===== config.mk =====
export PLATFORM = sky130hd
export DESIGN_NAME = gsvc_encoder
export DESIGN_NICKNAME = d
export VERILOG_FILES = /design/src/rtl/gsvc_pkg.sv /design/src/rtl/gsvc_sync.sv /design/src/rtl/gsvc_detect.sv /design/src/rtl/gsvc_regfile.sv /design/src/rtl/gsvc_prio.sv /design/src/rtl/gsvc_encoder.sv
export SDC_FILE = /design/constraint.sdc
export NUM_CORES = 1
export LEC_CHECK = 0
export CORE_MARGIN = 4
export CORE_UTILIZATION = 60
export DETAILED_ROUTE_END_ITERATION = 8
export PLACE_DENSITY = 0.81
export SYNTH_ARGS = -nofsm -noshare
export SYNTH_HDL_FRONTEND = slang
export SYNTH_SLANG_ARGS = --single-unit

===== constraint.sdc =====
create_clock -name clk -period 9.4 [get_ports clk]
set_input_delay 2.35 -clock clk [delete_from_list [all_inputs] [get_ports clk]]
set_output_delay 2.35 -clock clk [all_outputs]
set_load 0.005 [all_outputs]

===== src/rtl/gsvc_pkg.sv =====
package gsvc_pkg;

    localparam int LINES_PER_GROUP = 16;
    localparam int WORD_W          = 32;
    localparam int SEL_W           = 4;
    localparam logic [SEL_W-1:0] SEL_OFF = 4'hF;

    typedef enum logic {
        SVC_IDLE,
        SVC_ACTIVE
    } svc_state_e;

    typedef struct packed {
        logic [3:0] grp;
        logic [3:0] line;
    } svc_word_t;

    // Decide whether a line raises an event this cycle for a given code.
    function automatic logic trig_hit(input logic [SEL_W-1:0] code,
                                      input logic cur,
                                      input logic prev);
        logic hit;
        case (code)
            4'd0:    hit = ~cur;
            4'd1:    hit = cur;
            4'd2:    hit = prev & ~cur;
            4'd4:    hit = ~prev & cur;
            4'd6:    hit = prev ^ cur;
            default: hit = 1'b0;
        endcase
        return hit;
    endfunction

endpackage


===== src/rtl/gsvc_sync.sv =====
module gsvc_sync #(
    parameter int W      = 64,
    parameter int STAGES = 2
) (
    input  logic         clk,
    input  logic         rst_n,
    input  logic [W-1:0] din,
    output logic [W-1:0] cur,
    output logic [W-1:0] prev
);

    logic [STAGES-1:0][W-1:0] chain;

    always_ff @(posedge clk or negedge rst_n) begin
        if (!rst_n) begin
            chain <= '0;
            prev  <= '0;
        end else begin
            chain[0] <= din;
            for (int s = 1; s < STAGES; s++) begin
                chain[s] <= chain[s-1];
            end
            prev <= chain[STAGES-1];
        end
    end

    assign cur = chain[STAGES-1];

endmodule


===== src/rtl/gsvc_detect.sv =====
module gsvc_detect
    import gsvc_pkg::*;
#(
    parameter int NL   = 64,
    parameter int PADW = 64
) (
    input  logic [NL-1:0]   cur,
    input  logic [NL-1:0]   prev,
    input  logic [PADW-1:0] ctrl,
    output logic [NL-1:0]   hit
);

    // Word boundaries are multiples of four lines, so the selector of
    // global line n sits at bits 4*(n/4) of the flat trigger vector.
    for (genvar n = 0; n < NL; n++) begin : g_line
        localparam int SEL_LSB = SEL_W * (n / 4);
        assign hit[n] = trig_hit(ctrl[SEL_LSB +: SEL_W], cur[n], prev[n]);
    end

endmodule


===== src/rtl/gsvc_regfile.sv =====
module gsvc_regfile
    import gsvc_pkg::*;
#(
    parameter int NL        = 64,
    parameter int NW        = 2,
    parameter int PADW      = 64,
    parameter int AW        = 12,
    parameter int CTRL_BASE = 'h200,
    parameter int MASK_BASE = 'h240,
    parameter int PEND_BASE = 'h260,
    parameter int SVC_ADDR  = 'h284,
    parameter int SVCP_ADDR = 'h288
) (
    input  logic              clk,
    input  logic              rst_n,
    input  logic [AW-1:0]     addr,
    input  logic              wr,
    input  logic [WORD_W-1:0] wdata,
    input  logic [NL-1:0]     hit,
    input  svc_word_t         svc,
    input  logic              svc_valid,
    output logic [PADW-1:0]   ctrl_q,
    output logic [NL-1:0]     mask_q,
    output logic [NL-1:0]     pend_q,
    output logic [WORD_W-1:0] rdata
);

    localparam logic [PADW-1:0] VALID = {PADW{1'b1}} >> (PADW - NL);

    logic [PADW-1:0] mask_r;
    logic [PADW-1:0] pend_r;
    logic [PADW-1:0] pend_clr;
    logic [PADW-1:0] pend_d;
    logic [NW-1:0]   wr_ctrl;
    logic [NW-1:0]   wr_mask;
    logic [NW-1:0]   wr_pend;

    for (genvar w = 0; w < NW; w++) begin : g_dec
        assign wr_ctrl[w] = wr && (addr == AW'(CTRL_BASE + 4 * w));
        assign wr_mask[w] = wr && (addr == AW'(MASK_BASE + 4 * w));
        assign wr_pend[w] = wr && (addr == AW'(PEND_BASE + 4 * w));
    end

    always_comb begin
        pend_clr = '0;
        for (int w = 0; w < NW; w++) begin
            if (wr_pend[w]) begin
                pend_clr[w*WORD_W +: WORD_W] = wdata;
            end
        end
        // New events outrank a clear arriving in the same cycle.
        pend_d = ((pend_r & ~pend_clr) | PADW'(hit)) & VALID;
    end

    always_ff @(posedge clk or negedge rst_n) begin
        if (!rst_n) begin
            ctrl_q <= {(PADW/SEL_W){SEL_OFF}};
            mask_r <= VALID;
            pend_r <= '0;
        end else begin
            for (int w = 0; w < NW; w++) begin
                if (wr_ctrl[w]) begin
                    ctrl_q[w*WORD_W +: WORD_W] <= wdata;
                end
                if (wr_mask[w]) begin
                    mask_r[w*WORD_W +: WORD_W] <= wdata & VALID[w*WORD_W +: WORD_W];
                end
            end
            pend_r <= pend_d;
        end
    end

    assign mask_q = mask_r[NL-1:0];
    assign pend_q = pend_r[NL-1:0];

    always_comb begin
        rdata = '0;
        for (int w = 0; w < NW; w++) begin
            if (addr == AW'(CTRL_BASE + 4 * w)) rdata = ctrl_q[w*WORD_W +: WORD_W];
            if (addr == AW'(MASK_BASE + 4 * w)) rdata = mask_r[w*WORD_W +: WORD_W];
            if (addr == AW'(PEND_BASE + 4 * w)) rdata = pend_r[w*WORD_W +: WORD_W];
        end
        if (addr == AW'(SVC_ADDR))  rdata = {24'd0, svc};
        if (addr == AW'(SVCP_ADDR)) rdata = {31'd0, svc_valid};
    end

endmodule


===== src/rtl/gsvc_prio.sv =====
module gsvc_prio
    import gsvc_pkg::*;
#(
    parameter int NL = 64
) (
    input  logic [NL-1:0] act,
    output logic          found,
    output svc_word_t     win
);

    int idx;

    // Scan from the top down so that the lowest index is the last to land.
    always_comb begin
        found = 1'b0;
        idx   = 0;
        for (int n = NL - 1; n >= 0; n--) begin
            if (act[n]) begin
                found = 1'b1;
                idx   = n;
            end
        end
        win.grp  = 4'(idx / LINES_PER_GROUP + 1);
        win.line = 4'(idx % LINES_PER_GROUP);
    end

endmodule


===== src/rtl/gsvc_encoder.sv =====
module gsvc_encoder
    import gsvc_pkg::*;
#(
    parameter int NUM_GROUPS  = 4,
    parameter int SYNC_STAGES = 2,
    parameter int ADDR_W      = 12,
    parameter int CTRL_BASE   = 'h200,
    parameter int MASK_BASE   = 'h240,
    parameter int PEND_BASE   = 'h260,
    parameter int SVC_ADDR    = 'h284,
    parameter int SVCP_ADDR   = 'h288
) (
    input  logic                                 clk,
    input  logic                                 rst_n,
    input  logic [NUM_GROUPS*LINES_PER_GROUP-1:0] gpio_in,
    input  logic [ADDR_W-1:0]                    bus_addr,
    input  logic                                 bus_wr,
    input  logic [WORD_W-1:0]                    bus_wdata,
    output logic [WORD_W-1:0]                    bus_rdata,
    output logic                                 irq_out
);

    localparam int NL   = NUM_GROUPS * LINES_PER_GROUP;
    localparam int NW   = (NUM_GROUPS + 1) / 2;
    localparam int PADW = NW * WORD_W;

    logic [NL-1:0]   cur;
    logic [NL-1:0]   prev;
    logic [NL-1:0]   hit;
    logic [PADW-1:0] ctrl_q;
    logic [NL-1:0]   mask_q;
    logic [NL-1:0]   pend_q;
    logic [NL-1:0]   act;
    logic            found;
    svc_word_t       win;
    svc_word_t       svc_q;
    svc_state_e      state;
    svc_state_e      state_nxt;

    gsvc_sync #(.W(NL), .STAGES(SYNC_STAGES)) u_sync (
        .clk  (clk),
        .rst_n(rst_n),
        .din  (gpio_in),
        .cur  (cur),
        .prev (prev)
    );

    gsvc_detect #(.NL(NL), .PADW(PADW)) u_detect (
        .cur (cur),
        .prev(prev),
        .ctrl(ctrl_q),
        .hit (hit)
    );

    gsvc_regfile #(
        .NL(NL), .NW(NW), .PADW(PADW), .AW(ADDR_W),
        .CTRL_BASE(CTRL_BASE), .MASK_BASE(MASK_BASE), .PEND_BASE(PEND_BASE),
        .SVC_ADDR(SVC_ADDR), .SVCP_ADDR(SVCP_ADDR)
    ) u_regs (
        .clk      (clk),
        .rst_n    (rst_n),
        .addr     (bus_addr),
        .wr       (bus_wr),
        .wdata    (bus_wdata),
        .hit      (hit),
        .svc      (svc_q),
        .svc_valid(irq_out),
        .ctrl_q   (ctrl_q),
        .mask_q   (mask_q),
        .pend_q   (pend_q),
        .rdata    (bus_rdata)
    );

    assign act = pend_q & ~mask_q;

    gsvc_prio #(.NL(NL)) u_prio (
        .act  (act),
        .found(found),
        .win  (win)
    );

    // State register
    always_ff @(posedge clk or negedge rst_n) begin
        if (!rst_n) state <= SVC_IDLE;
        else        state <= state_nxt;
    end

    // Transitions
    always_comb begin
        state_nxt = state;
        unique case (state)
            SVC_IDLE:   state_nxt = found ? SVC_ACTIVE : SVC_IDLE;
            SVC_ACTIVE: state_nxt = found ? SVC_ACTIVE : SVC_IDLE;
        endcase
    end

    // Outputs: service word reloaded every cycle from the current winner
    always_ff @(posedge clk or negedge rst_n) begin
        if (!rst_n) begin
            svc_q <= '0;
        end else begin
            unique case (state_nxt)
                SVC_ACTIVE: svc_q <= win;
                SVC_IDLE:   svc_q <= '0;
            endcase
        end
    end

    assign irq_out = (state == SVC_ACTIVE);

endmodule


# Yosys cells after proc, flatten, opt, wreduce, memory -nomap -nowiden
# Cells that the tools add are included.
[word_totals] register_bits=393 latchBits=0 ramBits=0 rom_bits=0 elab_cells=639 memories=0
[op_classes] n_addsub=2 n_mul=0 div=0 magnitude_cmp=0 eq_ne=72 shifts=0 muxes=204 n_bitwise=327 reduce_logical=23
[op_table] cell="6-bit two-way mux" n=64
[op_table] cell="32-bit two-way mux" n=10
[op_table] cell="1-bit case mux with 5 select lines" n=64
[op_table] cell="1-bit inverter" n=129
[op_table] cell="1-bit AND" n=128
[op_table] cell="64-bit AND" n=2
[op_table] cell="4-bit by 3-bit equality test with 1-bit output, second input constant" n=32
[op_table] cell="64-bit inverter" n=2
[op_table] cell="12-bit by 10-bit equality test with 1-bit output, second input constant" n=8
[op_table] cell="1-bit two-way mux" n=65
[op_table] cell="4-bit by 1-bit equality test with 1-bit output, second input constant" n=16
[op_table] cell="4-bit by 2-bit equality test with 1-bit output, second input constant" n=16
[op_table] cell="4-bit zero test" n=16
[op_table] cell="64-bit bitwise OR" n=1
[op_table] cell="1-bit XOR" n=64
[op_table] cell="8-bit case mux with 2 select lines" n=1
[op_table] cell="1-bit logical AND" n=6
[op_table] cell="4-bit by 2-bit adder with 4-bit output, second input constant" n=1
[op_table] cell="4-bit OR reduction" n=1
[op_table] cell="2-bit by 1-bit adder with 3-bit output" n=1
[op_table] cell="1-bit AND, first input constant" n=1

# Longest topological paths before layout
# Gate-level depths: netlist of the first run.
[depth] ltp_word=71 depth_mapped=8 mapped_depth_nobuf=8

# By module
# A second synthesis of the first run with hierarchy kept.
[unflattened] hier_cells=1973 area_unflattened_um2=21441.8
[by_module_without_submodules] module="gsvc_regfile" n_inst=1 cells_per_inst=790 area_each_um2=9499.1 seq_area_each_um2=4964.8
[by_module_without_submodules] module="gsvc_sync" n_inst=1 cells_per_inst=256 area_each_um2=5285.1 seq_area_each_um2=4804.6
[by_module_without_submodules] module="gsvc_detect" n_inst=1 cells_per_inst=691 area_each_um2=5106.1 seq_area_each_um2=0.0
[by_module_without_submodules] module="gsvc_prio" n_inst=1 cells_per_inst=155 area_each_um2=875.8 seq_area_each_um2=0.0
[by_module_without_submodules] module="gsvc_encoder" n_inst=1 cells_per_inst=81 area_each_um2=675.6 seq_area_each_um2=225.2

# Worst setup path before layout of the first run
# No wires, ideal clock.
[synth_timing] kind="input -> output" from="input bus_addr[8]" to="output bus_rdata[20]" arrival_time_ns=4.183 required_time_ns=7.050 slack_ns=2.867 cell_stages=7 n_path_buf=1 cell_sequence="or4b_1 or4_4 nand2b_1 clkbuf_1 nor2_1 a21oi_1 a221o_1"
[synth_between] elab_chain_len=9 elab_cells_between_ends=16 cone_classes="eq/ne: 8; mux: 8"
[synth_rtl] element="from (decl)" line_no="gsvc_encoder.sv:16" rtl="input logic [ADDR_W-1:0] bus_addr,"
[synth_rtl] element="12-bit by 10-bit equality test with 1-bit output" line_no="gsvc_regfile.sv:79" rtl="if (addr == AW'(CTRL_BASE + 4 * w)) rdata = ctrl_q[w*WORD_W +: WORD_W];"
[synth_rtl] element="32-bit two-way mux" line_no="gsvc_regfile.sv:79"
[synth_rtl] element="32-bit two-way mux" line_no="gsvc_regfile.sv:80" rtl="if (addr == AW'(MASK_BASE + 4 * w)) rdata = mask_r[w*WORD_W +: WORD_W];"
[synth_rtl] element="32-bit two-way mux" line_no="gsvc_regfile.sv:81" rtl="if (addr == AW'(PEND_BASE + 4 * w)) rdata = pend_r[w*WORD_W +: WORD_W];"
[synth_rtl] element="32-bit two-way mux" line_no="gsvc_regfile.sv:79"
[synth_rtl] element="32-bit two-way mux" line_no="gsvc_regfile.sv:80"
[synth_rtl] element="32-bit two-way mux" line_no="gsvc_regfile.sv:81"
[synth_rtl] element="32-bit two-way mux" line_no="gsvc_regfile.sv:83" rtl="if (addr == AW'(SVC_ADDR)) rdata = {24'd0, svc};"
[synth_rtl] element="32-bit two-way mux (*)" line_no="gsvc_regfile.sv:84" rtl="if (addr == AW'(SVCP_ADDR)) rdata = {31'd0, svc_valid};"
[synth_rtl] element="to (decl)" line_no="gsvc_encoder.sv:19" rtl="output logic [WORD_W-1:0] bus_rdata,"
# Every way passes the cells marked *; elsewhere a longest branch is shown, timed or not.

# Final worst setup path of the first run
[layout_timing] from="input bus_addr[8]" to="output bus_rdata[18]"
# Same word-level chain as after synthesis.

==> metrics.yaml, run 1 <==
synth:
  syn_inst: 1765
  seq_area_frac_synth_pct: 51.0
  synth.avg_cell_area_um2: 11.1
  synth_warnings: 0
  ys_ff_latch: 392
  synthesis.area_mm2: 0.0196
  yosys.area.top_type: "dfrtp_1"
  synth_area_leaders: "dfrtp_1 34%, dfstp_2 17%, ha_1 8.2%"
  yosys-top-cells-count: "264 x dfrtp_1, 152 x inv_1, 139 x nand2_1, 139 x nor2_1, 129 x ha_1"
  ys_types: 69
  synth_top_area_share_pct: 33.8
  synth-edff-count: 0
  syn_nets: 2005
  synthMostInstantiatedCell: "dfrtp_1"
  async_flop_share_pct: 100
  ys.flop_type: "dfrtp_1"
drt:
  wl_met3_um: 3380
  vias_per_cell: 6.09
  wl_per_cell_um: 20.1
  dr.pass1.iters: 8
  met2_length_um: 23000
  drt-met1-wl_um: 19400
  wirelength_um: 47200
  highest_layer: "met4"
  antenna_left: 0
  route.detailed.drc: 0
  num_vias: 14300
  drt_iter0_markers: 1450
critical_path:
  path_depth: 8
  worstSetupPathType: "input pin to output pin"
  worst-path-max-fanout: 21
  r2r_start: "u_regs.mask_q[59]$_DFFE_PN1P_"
  critPathRequiredTime_ns: 7.05
  worstPathArrival_ns: 5.90
  path_cells: "clkdlybuf4s50_1 -> or4b_1 -> nor4_1 -> and3_1 -> buf_4 -> a222oi_1 -> nand2_1 -> clkdlybuf4s50_1"
  timing.rr.end: "svc_q[5]$_DFF_PN0_"
  r2r_cells: 7
  critPathLaunch: "bus_addr[8]"
  crit_path_end: "bus_rdata[18]"
  end_kind: "output pin"
  critPathLaunchType: "input pin"
  crit_buf_inv: 3
  cp_slowest_cell: "and3_1"
  critPathTopFamily: "simple AND/OR/NAND/NOR gates"
  critPathMaxStageDelay_ns: 0.98
  crit_top_cell: "clkdlybuf4s50_1"
  ff2ff_setup_slack_ns: 6.56
worst_hold_path:
  hold_path.class: "flop to flop"
  hold_depth: 0
clocking:
  cts_buffer_depth: 3
  ctsRootBufferMaster: "clkbuf_16"
  cts_buffers: 41
  ctsHoldBuffers: 0
  cts_resized: 0
  h-tree-depth: 2
  cts_tree: "yes"
  clkLatencyLatePin_ns: 0.54
  cts_sinks: 392
  cts.clk_slew.worst_paths_ns: 0.05
  post_cts_buffers: 0
timing:
  finalSetupViolCount: 0
  rsz0062_at_grt: "false"
  worst_clock_skew_ns: 0.0104
  worst_slack_ns: 1.15
  timing.final.crit_period_ns: 8.25
  fmax_mhz: 121
  slew_headroom_pct: 26.6
  final_max_slew_viol_count: 0
  hold_viol: 0
  worst_pin_slew_ns: 1.10
  fin_crit_sh_pct: 87.8
  tns_ns: 0
die:
  initial_core_util_pct: 61.4
  die_area_mm2: 0.0356
  pin_count: 144
  die_w_um: 189
  row_count: 65
  core_area_mm2: 0.0319
  die_h_um: 189
global_route:
  antenna_found_initial: 1
  grt_pass1_wl_um: 76300
  grt_usage_pct: 26.2
  grt.overflow.total: 0
  grt_start_max_net_pins: 188
  grt_pass1_vias: 14600
finish:
  nNetsFinal: 2126
  final_area_mm2: 0.0228
  n_fill_cell: 2254
  area_growth_pct: 16.6
  ff_latch_area_mm2: 0.00997
  multiInputGateArea_mm2: 0.00867
  drive_above_1_share_pct: 17.5
power_and_ir_drop:
  intPower_mw: 2.92
  peakVddDrop_mv: 0.200
  power.net_switching_mw: 0.810
  clkPwrFrac_pct: 47.5
  power_density_mw_per_mm2: 163
  leakage_nw: 9.96
  switching_share_pct: 21.7
  pwr-share-seq_pct: 47.6
  power_frac_comb_pct: 4.9
run_status:
  outcome: "complete, no violations"
placement:
  dpl_cell_area_mm2: 0.0213
  place_ws_ns: 1.28
  dp.final_hpwl_um: 32600
  place.gp.congestion: 0.911
  io_buffers: 143
flow_run:
  drv_cap: 0
metal layers:
metal | GRT usage (%) | up-vias
met5 | 0 | -
met4 | 9.22 | 0
met3 | 4.37 | 100
met2 | 44.0 | 576
met1 | 34.9 | 7179
li1 | - | 6477
cell families (layout without fill, tap and decap cells):
logic type	after synthesis	in the layout	synth area share (%)
AND/OR/NAND/NOR	490	490	12.3
flip-flops	392	392	51.0
AO/OA/AOI/OAI	322	322	13.1
buffers and inverters	232	385	4.74
multiplexers	141	141	8.03
adder cells (fa/ha/maj)	129	129	8.25
XOR/XNOR	59	59	2.64
other	0	1	0
layout make-up:
class / instances / area share, %
clock inverters: 25 / 1.68
repair buffers: 157 / 6.81
well taps: 435 / 2.39
inverters: 153 / 2.52
flip-flops and latches: 392 / 43.7
multi-input cells: 1141 / 38.0
clock buffers: 50 / 4.87
diodes: 1 / 0.0110
stage by stage:
| stage | utilization (%) | power, mW | cells | hold WS, ns |
|---|---|---|---|---|
| after floorplan | - | 1.86 | 1765 | 0.331 |
| after global placement | 66.9 | 1.97 | 2278 | 0.331 |
| after detailed placement | 66.9 | 1.99 | 2278 | 0.335 |
| after CTS | 71.5 | 3.76 | 2353 | 0.347 |
| after global routing | 71.5 | 3.87 | 2354 | 0.352 |
| final | 71.5 | 3.73 | 2354 | 0.347 |
power by group through the flow:
stage	logic (mW)	registers, mW	clock network (mW)
3_3_place_gp	0.175	1.80	0
6_report	0.184	1.77	1.77
2_1_floorplan	0.0730	1.79	0
4_1_cts	0.188	1.77	1.80
3_5_place_dp	0.185	1.80	0
5_1_grt	0.210	1.78	1.88
worst min-delay path by stage:
stage,startpoint,to,slack (ns)
2_1_floorplan,u_sync.chain[0]$_DFF_PN0_,u_sync.cur[0]$_DFF_PN0_,0.33
3_3_place_gp,u_sync.chain[23]$_DFF_PN0_,u_sync.cur[23]$_DFF_PN0_,0.33
3_5_place_dp,u_sync.chain[51]$_DFF_PN0_,u_sync.cur[51]$_DFF_PN0_,0.33
4_1_cts,u_sync.chain[59]$_DFF_PN0_,u_sync.cur[59]$_DFF_PN0_,0.35
5_1_grt,u_sync.chain[59]$_DFF_PN0_,u_sync.cur[59]$_DFF_PN0_,0.35
6_report,u_sync.chain[56]$_DFF_PN0_,u_sync.cur[56]$_DFF_PN0_,0.35
sequential cells by signal, indices dropped and copies added, names as in the netlist:
register       count
irq_out            1
svc_q              7
u_regs.ctrl_q     64
u_regs.mask_q     64
u_regs.pend_q     64
u_sync.chain      64
u_sync.cur        64
u_sync.prev       64
cell usage in the layout (no fill, tap or decap), drive strengths merged, types with 5 or more instances in the layout:
| master | n |
|---|---|
| a22o | 38 |
| o211ai | 5 |
| nor2b | 61 |
| o32a | 6 |
| nand4 | 16 |
| a31oi | 5 |
| mux2 | 128 |
| nand3b | 11 |
| nand2 | 140 |
| dfstp | 128 |
| a21boi | 8 |
| nor3 | 14 |
| mux2i | 13 |
| a21oi | 54 |
| clkinv | 7 |
| clkbuf | 50 |
| o21ai | 37 |
| nand2b | 59 |
| and2 | 7 |
| nand3 | 14 |
| a211oi | 15 |
| clkinvlp | 7 |
| buf | 15 |
| bufinv | 9 |
| dfrtp | 264 |
| nor4 | 9 |
| inv | 155 |
| a222oi | 51 |
| nor2 | 141 |
| xor2 | 28 |
| a22oi | 13 |
| clkdlybuf4s50 | 142 |
| a221o | 62 |
| xnor2 | 31 |
| ha | 129 |
No activity file was read; power rests on OpenSTA's default activity.
==> run 2: changes to the inputs <==
--- a/config.mk
+++ b/config.mk
@@ -8,7 +8,7 @@
 export CORE_MARGIN = 4
 export CORE_UTILIZATION = 60
 export DETAILED_ROUTE_END_ITERATION = 8
-export PLACE_DENSITY = 0.81
+export PLACE_DENSITY = 0.9
 export SYNTH_ARGS = -nofsm -noshare
 export SYNTH_HDL_FRONTEND = slang
 export SYNTH_SLANG_ARGS = --single-unit
==> metrics.yaml, run 2 (synthesized netlist as in run 1, its figures left out) <==
critical_path:
  critPathRequiredTime_ns: 7.05
  worstSetupPathType: "input pin to output pin"
  worstPathArrival_ns: 5.64
  end_kind: "output pin"
  critPathLaunchType: "input pin"
  worst-path-max-fanout: 33
timing:
  hold_viol: 0
  worst_slack_ns: 1.41
  timing.final.crit_period_ns: 7.99
  worst_pin_slew_ns: 1.17
  worst_clock_skew_ns: 0.00907
  final_max_slew_viol_count: 0
  tns_ns: 0
  slew_headroom_pct: 22.1
  rsz0062_at_grt: "false"
  finalSetupViolCount: 0
  hold_slack_ns: 0.346
  fin_crit_sh_pct: 85.0
  fmax_mhz: 125
finish:
  area_growth_pct: 16.2
  layout.cells.most_common: "dfrtp_1"
  drive_above_1_share_pct: 17.4
  fin_cells: 2353
  nNetsFinal: 2125
  final_cell_mix: "264 x dfrtp_1, 152 x inv_1, 142 x clkdlybuf4s50_1, 139 x nor2_1, 139 x nand2_1"
  antenna_cells: 0
placement:
  dp.final_hpwl_um: 32800
  place_ws_ns: 1.50
  dp_cells: 2277
  place.gp.congestion: 0.928
  io_buffers: 143
die:
  die_area_mm2: 0.0356
  initial_core_util_pct: 61.4
  die_w_um: 189
  row_count: 65
  die_h_um: 189
  pin_count: 144
  core_area_mm2: 0.0319
power_and_ir_drop:
  peakVddDrop_mv: 0.134
  intPower_mw: 2.85
  switching_share_pct: 22.1
  clkPwrFrac_pct: 46.4
  power.net_switching_mw: 0.807
  leakage_nw: 9.95
  pwr-share-seq_pct: 48.5
  power_density_mw_per_mm2: 161
  power_frac_comb_pct: 5.1
drt:
  wirelength_um: 48300
  antenna_left: 0
  drt_iter0_markers: 1669
  dr.pass1.iters: 9
  vias_per_cell: 6.24
  route.detailed.drc: 4
  wl_per_cell_um: 20.5
  num_vias: 14700
clocking:
  clkLatencyLatePin_ns: 0.53
  post_cts_buffers: 0
  cts_buffers: 41
  cts_sinks: 392
  cts_tree: "yes"
  ctsHoldBuffers: 0
  h-tree-depth: 2
  ctsRootBufferMaster: "clkbuf_16"
  cts_buffer_depth: 3
  cts_resized: 0
  cts.clk_slew.worst_paths_ns: 0.06
global_route:
  grt_start_max_net_pins: 159
  grt_pass1_vias: 15300
  use_met3_pct: 5.97
  grt.overflow.total: 0
  grt_pass1_wl_um: 78400
  antenna_found_initial: 0
  use_met2_pct: 44.6
  grt_use_met1_pct: 34.1
  grt-busiest-layer: "met2"
  grt_usage_pct: 26.8
run_status:
  violations: "DRC"
  outcome: "finished, violations left"
flow_run:
  drv_cap: 0
worst_hold_path:
  hold_path.class: "flop to flop"
-- run 2: routing by layer --
metal	wire length [um]	part of all wire, %	vias up
li1	-	-	6465
met1	18700	39	7291
met2	23100	48	762
met3	4580	9.5	166
met4	1990	4.1	0
met5	0	0	-
-- run 2: final cells by class --
class / instances / area, um^2
flip-flops and latches: 392 / 9970
fillers: 2153 / 9140
multi-input cells: 1141 / 8670
repair buffers: 156 / 1550
clock buffers: 56 / 1230
inverters: 153 / 574
well taps: 435 / 544
clock inverters: 20 / 211
-- run 2: final timing paths --
path / slack [ns] / endpoint / start / depth (start not counted)
max in group asynchronous: 6.21 / u_sync.cur[55]$_DFF_PN0_ / rst_n / 2
min in group asynchronous: 1.86 / u_sync.cur[35]$_DFF_PN0_ / rst_n / 1
hold reg to reg: 0.35 / u_sync.cur[24]$_DFF_PN0_ / u_sync.chain[24]$_DFF_PN0_ / 0
setup / recovery: 1.41 / bus_rdata[14] / bus_addr[8] / 7
setup reg to reg: 6.65 / svc_q[5]$_DFF_PN0_ / u_regs.mask_q[59]$_DFFE_PN1P_ / 7
hold / removal: 0.35 / u_sync.cur[24]$_DFF_PN0_ / u_sync.chain[24]$_DFF_PN0_ / 0
-- run 2: power groups by stage --
stage	Combinational (mW)	Sequential [mW]	Clock [mW]
floorplan	0.0730	1.79	0
global placement	0.175	1.80	0
detailed placement	0.187	1.80	0
CTS	0.189	1.77	1.72
global route	0.213	1.78	1.79
finish	0.187	1.77	1.70
-- run 2: worst max-delay path, stage by stage --
cell and delay [ns]:
clkdlybuf4s50_1 0.39, or4b_1 0.58, or4_4 0.50, nor2_4 0.78, a222oi_1 0.31, nand2_1 0.20
clkdlybuf4s50_1 0.53
-- run 2: per-stage QoR --
| step | power (mW) | instance area (um^2) | utilization (%) |
|---|---|---|---|
| global route | 3.78 | 22700 | 71.3 |
| detailed placement | 1.99 | 21300 | 66.8 |
| finish | 3.66 | 22700 | 71.3 |
| global placement | 1.97 | 21300 | 66.8 |
| CTS | 3.68 | 22700 | 71.3 |
| floorplan | 1.86 | 19600 | - |
